File: src/rtl/gcc_pkg.sv
package gcc_pkg;
  parameter int unsigned GCC_RATIO_W = 5;
  parameter int unsigned GCC_RATIO_MAX = 16;

  typedef enum logic {
    GRADE_FULL = 1'b0,
    GRADE_HALF = 1'b1
  } grade_e;
endpackage

File: src/rtl/gcc_en_gen.sv
module gcc_en_gen
  import gcc_pkg::*;
(
  input  logic clk,
  input  logic rst_n,
  input  logic strap,
  output logic run,
  output logic half_sel,
  output logic sys_en
);
  logic   sync1_q, sync2_q;
  grade_e grade_q, grade_d;
  logic   phase_q, phase_d;

  always_ff @(posedge clk or negedge rst_n) begin
    if (!rst_n) begin
      sync1_q <= 1'b0;
      sync2_q <= 1'b0;
    end else begin
      sync1_q <= 1'b1;
      sync2_q <= sync1_q;
    end
  end

  always_comb begin
    grade_d = grade_q;
    if (!sync2_q) grade_d = strap ? GRADE_HALF : GRADE_FULL;
    phase_d = sync2_q ? ~phase_q : 1'b0;
  end

  always_ff @(posedge clk or negedge rst_n) begin
    if (!rst_n) begin
      grade_q <= GRADE_FULL;
      phase_q <= 1'b0;
    end else begin
      grade_q <= grade_d;
      phase_q <= phase_d;
    end
  end

  assign run      = sync2_q;
  assign half_sel = (grade_q == GRADE_HALF);
  assign sys_en   = sync2_q & ((grade_q == GRADE_FULL) | ~phase_q);

  a_r8_grade_held: assert property (@(posedge clk) disable iff (!rst_n)
    (run && $past(run)) |-> $stable(half_sel));

  a_r3_half_alternates: assert property (@(posedge clk) disable iff (!rst_n)
    (run && $past(run) && half_sel) |-> (sys_en != $past(sys_en)));
endmodule

File: src/rtl/gcc_base_div.sv
module gcc_base_div #(
  parameter int unsigned FULL_DIV = 1024
) (
  input  logic clk,
  input  logic rst_n,
  input  logic run,
  input  logic half_sel,
  input  logic sys_en,
  output logic base_tick
);
  localparam int unsigned CW = $clog2(FULL_DIV);
  localparam logic [CW-1:0] LIM_FULL = CW'(FULL_DIV - 1);
  localparam logic [CW-1:0] LIM_HALF = CW'(FULL_DIV / 2 - 1);

  logic [CW-1:0] cnt_q, cnt_d, lim;
  logic          step;

  always_comb begin
    lim       = half_sel ? LIM_HALF : LIM_FULL;
    step      = run & sys_en;
    base_tick = step & (cnt_q >= lim);
    cnt_d     = cnt_q;
    if (step) cnt_d = base_tick ? '0 : cnt_q + 1'b1;
  end

  always_ff @(posedge clk or negedge rst_n) begin
    if (!rst_n) cnt_q <= '0;
    else        cnt_q <= cnt_d;
  end

  a_r4_tick_needs_en: assert property (@(posedge clk) disable iff (!rst_n)
    base_tick |-> sys_en);

  a_r4_half_bound: assert property (@(posedge clk) disable iff (!rst_n)
    (run && half_sel) |-> (cnt_q <= LIM_HALF));
endmodule

File: src/rtl/gcc_frame_gen.sv
module gcc_frame_gen
  import gcc_pkg::*;
#(
  parameter int unsigned RW   = GCC_RATIO_W,
  parameter int unsigned RMAX = GCC_RATIO_MAX
) (
  input  logic          clk,
  input  logic          rst_n,
  input  logic          base_tick,
  input  logic [RW-1:0] ratio,
  output logic          pulse
);
  localparam logic [RW-1:0] RMAX_V = RW'(RMAX);

  logic [RW-1:0] ratio_eff, fcnt_q, fcnt_d;

  always_comb begin
    if (ratio == '0)         ratio_eff = RW'(1);
    else if (ratio > RMAX_V) ratio_eff = RMAX_V;
    else                     ratio_eff = ratio;
    pulse  = base_tick & (fcnt_q >= ratio_eff - 1'b1);
    fcnt_d = fcnt_q;
    if (base_tick) fcnt_d = pulse ? '0 : fcnt_q + 1'b1;
  end

  always_ff @(posedge clk or negedge rst_n) begin
    if (!rst_n) fcnt_q <= '0;
    else        fcnt_q <= fcnt_d;
  end

  a_r7_count_bound: assert property (@(posedge clk) disable iff (!rst_n)
    fcnt_q < RMAX_V);

  a_r5_pulse_on_tick: assert property (@(posedge clk) disable iff (!rst_n)
    pulse |-> base_tick);
endmodule

File: src/rtl/grade_clk_chain.sv
module grade_clk_chain
  import gcc_pkg::*;
#(
  parameter int unsigned NUM_GEN  = 2,
  parameter int unsigned FULL_DIV = 1024
) (
  input  logic                           clk_pll,
  input  logic                           rst_n,
  input  logic                           grade_half,
  input  logic [NUM_GEN*GCC_RATIO_W-1:0] ratio,
  output logic                           sys_en,
  output logic [NUM_GEN-1:0]             frame
);
  logic run, half_sel, base_tick;

  gcc_en_gen u_en (
    .clk      (clk_pll),
    .rst_n    (rst_n),
    .strap    (grade_half),
    .run      (run),
    .half_sel (half_sel),
    .sys_en   (sys_en)
  );

  gcc_base_div #(.FULL_DIV(FULL_DIV)) u_base (
    .clk       (clk_pll),
    .rst_n     (rst_n),
    .run       (run),
    .half_sel  (half_sel),
    .sys_en    (sys_en),
    .base_tick (base_tick)
  );

  for (genvar g = 0; g < NUM_GEN; g++) begin : g_gen
    gcc_frame_gen u_fg (
      .clk       (clk_pll),
      .rst_n     (rst_n),
      .base_tick (base_tick),
      .ratio     (ratio[g*GCC_RATIO_W +: GCC_RATIO_W]),
      .pulse     (frame[g])
    );

    a_r6_single_cycle: assert property (@(posedge clk_pll) disable iff (!rst_n)
      frame[g] |=> !frame[g]);
  end

  a_r6_pulse_on_en: assert property (@(posedge clk_pll) disable iff (!rst_n)
    (|frame) |-> sys_en);

  a_r1_quiet_until_run: assert property (@(posedge clk_pll) disable iff (!rst_n)
    !run |-> (!sys_en && frame == '0));
endmodule

File: config.mk
export PLATFORM = sky130hd
export DESIGN_NAME = grade_clk_chain
export DESIGN_NICKNAME = d
export VERILOG_FILES = /design/src/rtl/gcc_pkg.sv /design/src/rtl/gcc_en_gen.sv /design/src/rtl/gcc_base_div.sv /design/src/rtl/gcc_frame_gen.sv /design/src/rtl/grade_clk_chain.sv
export SDC_FILE = /design/constraint.sdc
export NUM_CORES = 1
export LEC_CHECK = 0
export BUFFER_PORTS_ARGS = -buffer_cell sky130_fd_sc_hd__buf_2
export CAP_MARGIN = 10
export CORE_MARGIN = 2
export CORE_UTILIZATION = 30
export DETAILED_ROUTE_END_ITERATION = 8
export GPL_TIMING_DRIVEN = 0
export PLACE_DENSITY = 0.52
export SYNTH_ARGS = -nofsm -noshare
export SYNTH_HDL_FRONTEND = slang
export SYNTH_HIERARCHICAL = 1
export SYNTH_SLANG_ARGS = --single-unit
File: constraint.sdc
create_clock -name clk_pll -period 2.45 [get_ports clk_pll]
set_clock_uncertainty 0.05 [all_clocks]
set_input_delay 0.1225 -clock clk_pll [delete_from_list [all_inputs] [get_ports clk_pll]]
set_output_delay 0.1225 -clock clk_pll [all_outputs]
set_load 0.05 [all_outputs]
==> flow_metrics.tcl <==
set metrics [dict create \
    tritoncts "done" \
    ys_seq_elements 24 \
    ys_seq_area_frac 0.3768 \
    synth_fp_nets 198 \
    gp_congestion 0.7063 \
    rsz0062_at_grt "false" \
    relSlewSlack 0.6441 \
    ios 16 \
    crit_fanout 10 \
    antenna_cells 0 \
    synth_cell_types 34 \
    cts_root_buf "clkbuf_8" \
    start_util 0.3121 \
    synth.top_cell.area_share 0.3768 \
    grt-ovfl-total 0 \
    slowest_stage "dfrtp_1" \
    worst-setup-path-type "flip-flop to output pin" \
    wl_per_cell_um 10.80 \
    hold_violations 0 \
    final_cells 261 \
    synth_warnings 6 \
    clockBufferDepth 2 \
    irDropWorstVdd_uv 219.7 \
    layout-area-overhead-vs-synth_pct 19.23 \
    hold_class "primary input to flip-flop" \
    cts.sinks 24 \
    wirelength_um 2819 \
    grt_max_degree 25 \
    critPathCaptureType "output pin" \
    finalSetupViolCount 0 \
    setup_tns_ns 0 \
    htreeDepth 1 \
    die_w_um 76.90 \
    drtIter0Drc 39 \
    final_common_cell "dfrtp_1" \
    status "completed" \
    grt_pass1_wl_um 4947 \
    die-height_um 76.90 \
    fmax_mhz 437.5 \
    synthTopCellsByArea "dfrtp_1 38%, ha_1 13%, nand2_1 4.7%" \
    syn_area_sq_um 1594 \
    placedCellCount 254 \
    slew_viol_final 0 \
    min_period_ns 2.286 \
    cts_made_buffers 3 \
    io_buffers 15 \
    core_area_sq_um 5107 \
    cp.arrival_ns 2.11 \
    critPathLaunchType "flip-flop" \
    viasPerCell 4.793 \
    layout-drive-gt1-share 0.2094 \
    synthCells 169 \
    first_pass_iters 4 \
    critPathMaxStageDelay_ns 0.43 \
    pre_cts_ws_ns 0.009668 \
    total_power_mw 0.9394 \
    num_rows 26 \
    synth_area_per_cell_sq_um 9.432 \
    cp_cell_sequence "a21boi_4 > nand3_4 > nor4_4 > or2_4 > clkbuf_4 > nand4_1 > nand2_1 > buf_6" \
    synth-main-ff-cell "dfrtp_1" \
    dr_total_vias 1251 \
    cp_top_family "simple AND/OR/NAND/NOR gates" \
    antenna_found_initial 0 \
    p_per_area_nw_per_um2 494.3 \
    drc 0 \
    layout_common_cells "23 x dfrtp_1, 20 x nand2_1, 16 x ha_1" \
    synth_edf_count 0 \
    fin_nets 221 \
    final_util 0.3721 \
    yosys.area.top_type "dfrtp_1" \
    finalCritPeriodShare 0.9329 \
    ys_async_sr_fraction 1.000 \
    die_area_sq_um 5913 \
    clkLatencyLatePin_ns 0.26 \
    cts.clk_slew.worst_paths_ns 0.08 \
    final_antenna_net_count 0 \
    power_leakage_nw 0.8542 \
    grt_pass1_vias 1167 \
    crit_required_ns 2.28 \
    cp_num_buf_inv 2 \
    hpwl_um 2119 \
    setup_ws_ns 0.1644 \
    worst_pin_slew_ns 0.5339 \
    drv_cap 0 \
    grt_util_all_layers 0.1010 \
]
==> layout make-up <==
cell class	count	area, sq um
tap	70	87.58
sequential	24	601.8
inverter	9	33.78
timing repair buffer	19	120.1
clock buffer	4	55.05
multi-input combinational	133	987.2
fill	549	3207
buffer	2	15.01
==> power breakdown <==
group	switching, mW	internal (mW)
logic	0.107	0.0841
clock network	0.126	0.143
registers	0.0458	0.433
total	0.279	0.661
==> flip-flops by register name, summed over array words and instances, names as in the netlist <==
| name | flops |
|---|---|
| u_en/run | 1 |
| u_en/half_sel | 1 |
| u_base/cnt_q | 10 |
| u_en/phase_q | 1 |
| u_en/sync1_q | 1 |
| g_gen.u_fg/fcnt_q | 10 |
==> cells in the mapped netlist (3+ instances only) <==
| cell type | n |
|---|---|
| dfrtp_1 | 24 |
| nand2_1 | 20 |
| ha_1 | 16 |
| a21oi_1 | 13 |
| nor2_1 | 10 |
| inv_1 | 9 |
| nand4_1 | 8 |
| xor2_1 | 8 |
| a21o_1 | 5 |
| and3_1 | 5 |
| nor4_1 | 5 |
| o21ai_0 | 4 |
| nand3_1 | 3 |
| nor2b_1 | 3 |
| nor3_1 | 3 |
| xnor2_1 | 3 |
==> kinds of logic (layout without fill, tap and decap cells) <==
kind of cell / count (synthesis) / in the layout / synth area share
buffers and inverters: 12 / 34 / 0.02982
adders and majority gates: 16 / 16 / 0.1256
AOI/OAI and AO/OA: 36 / 36 / 0.1735
and+or+nand+nor: 68 / 68 / 0.2221
other: 1 / 1 / 0.002353
xor gates and xnor gates: 11 / 11 / 0.06044
muxes: 1 / 1 / 0.009416
DFF: 24 / 24 / 0.3768
==> final timing paths <==
kind / from / to / slack [ns] / cells past startpoint
worst min-delay path: grade_half / u_en/half_sel / 0.04 / 2
max in group asynchronous: rst_n / u_en/run / 1.66 / 2
worst min register to register: u_en/sync1_q / u_en/run / 0.30 / 0
min in group asynchronous: rst_n / u_en/phase_q / 0.31 / 2
worst max register to register: u_en/half_sel / g_gen[0].u_fg/fcnt_q[2] / 0.44 / 8
worst max-delay path: u_en/half_sel / frame[0] / 0.16 / 8
==> per-stage QoR <==
stage | cell area (sq um) | hold WS [ns]
global placement | 1768 | 0.09282
global route | 1901 | 0.02856
finish | 1901 | 0.03623
floorplan | 1605 | -0.2231
CTS | 1859 | 0.02600
detailed placement | 1768 | 0.08826
==> metal layers <==
metal  vias to the layer above  share of wire  track usage  wire [um]
li1                        644              -            -          -
met1                       593           0.48       0.1255       1343
met4                         0         0.0046      0.02182         13
met3                         2          0.031      0.02941         86
met2                        12           0.49       0.1728       1376
met5                         -              0            0          0
==> what timing repair did <==
| action | CTS | global route |
|---|---|---|
| setup endpoints to repair | 2 | 2 |
| pin swaps | 0 | 4 |
| gates cloned | 0 | 0 |
| resized for setup | 6 | 7 |
| buffers inserted | 0 | 3 |
| hold endpoints to repair | 24 | 0 |
| hold buffers | 1 | 0 |
Note: power is estimated with default switching activity, not from simulation.
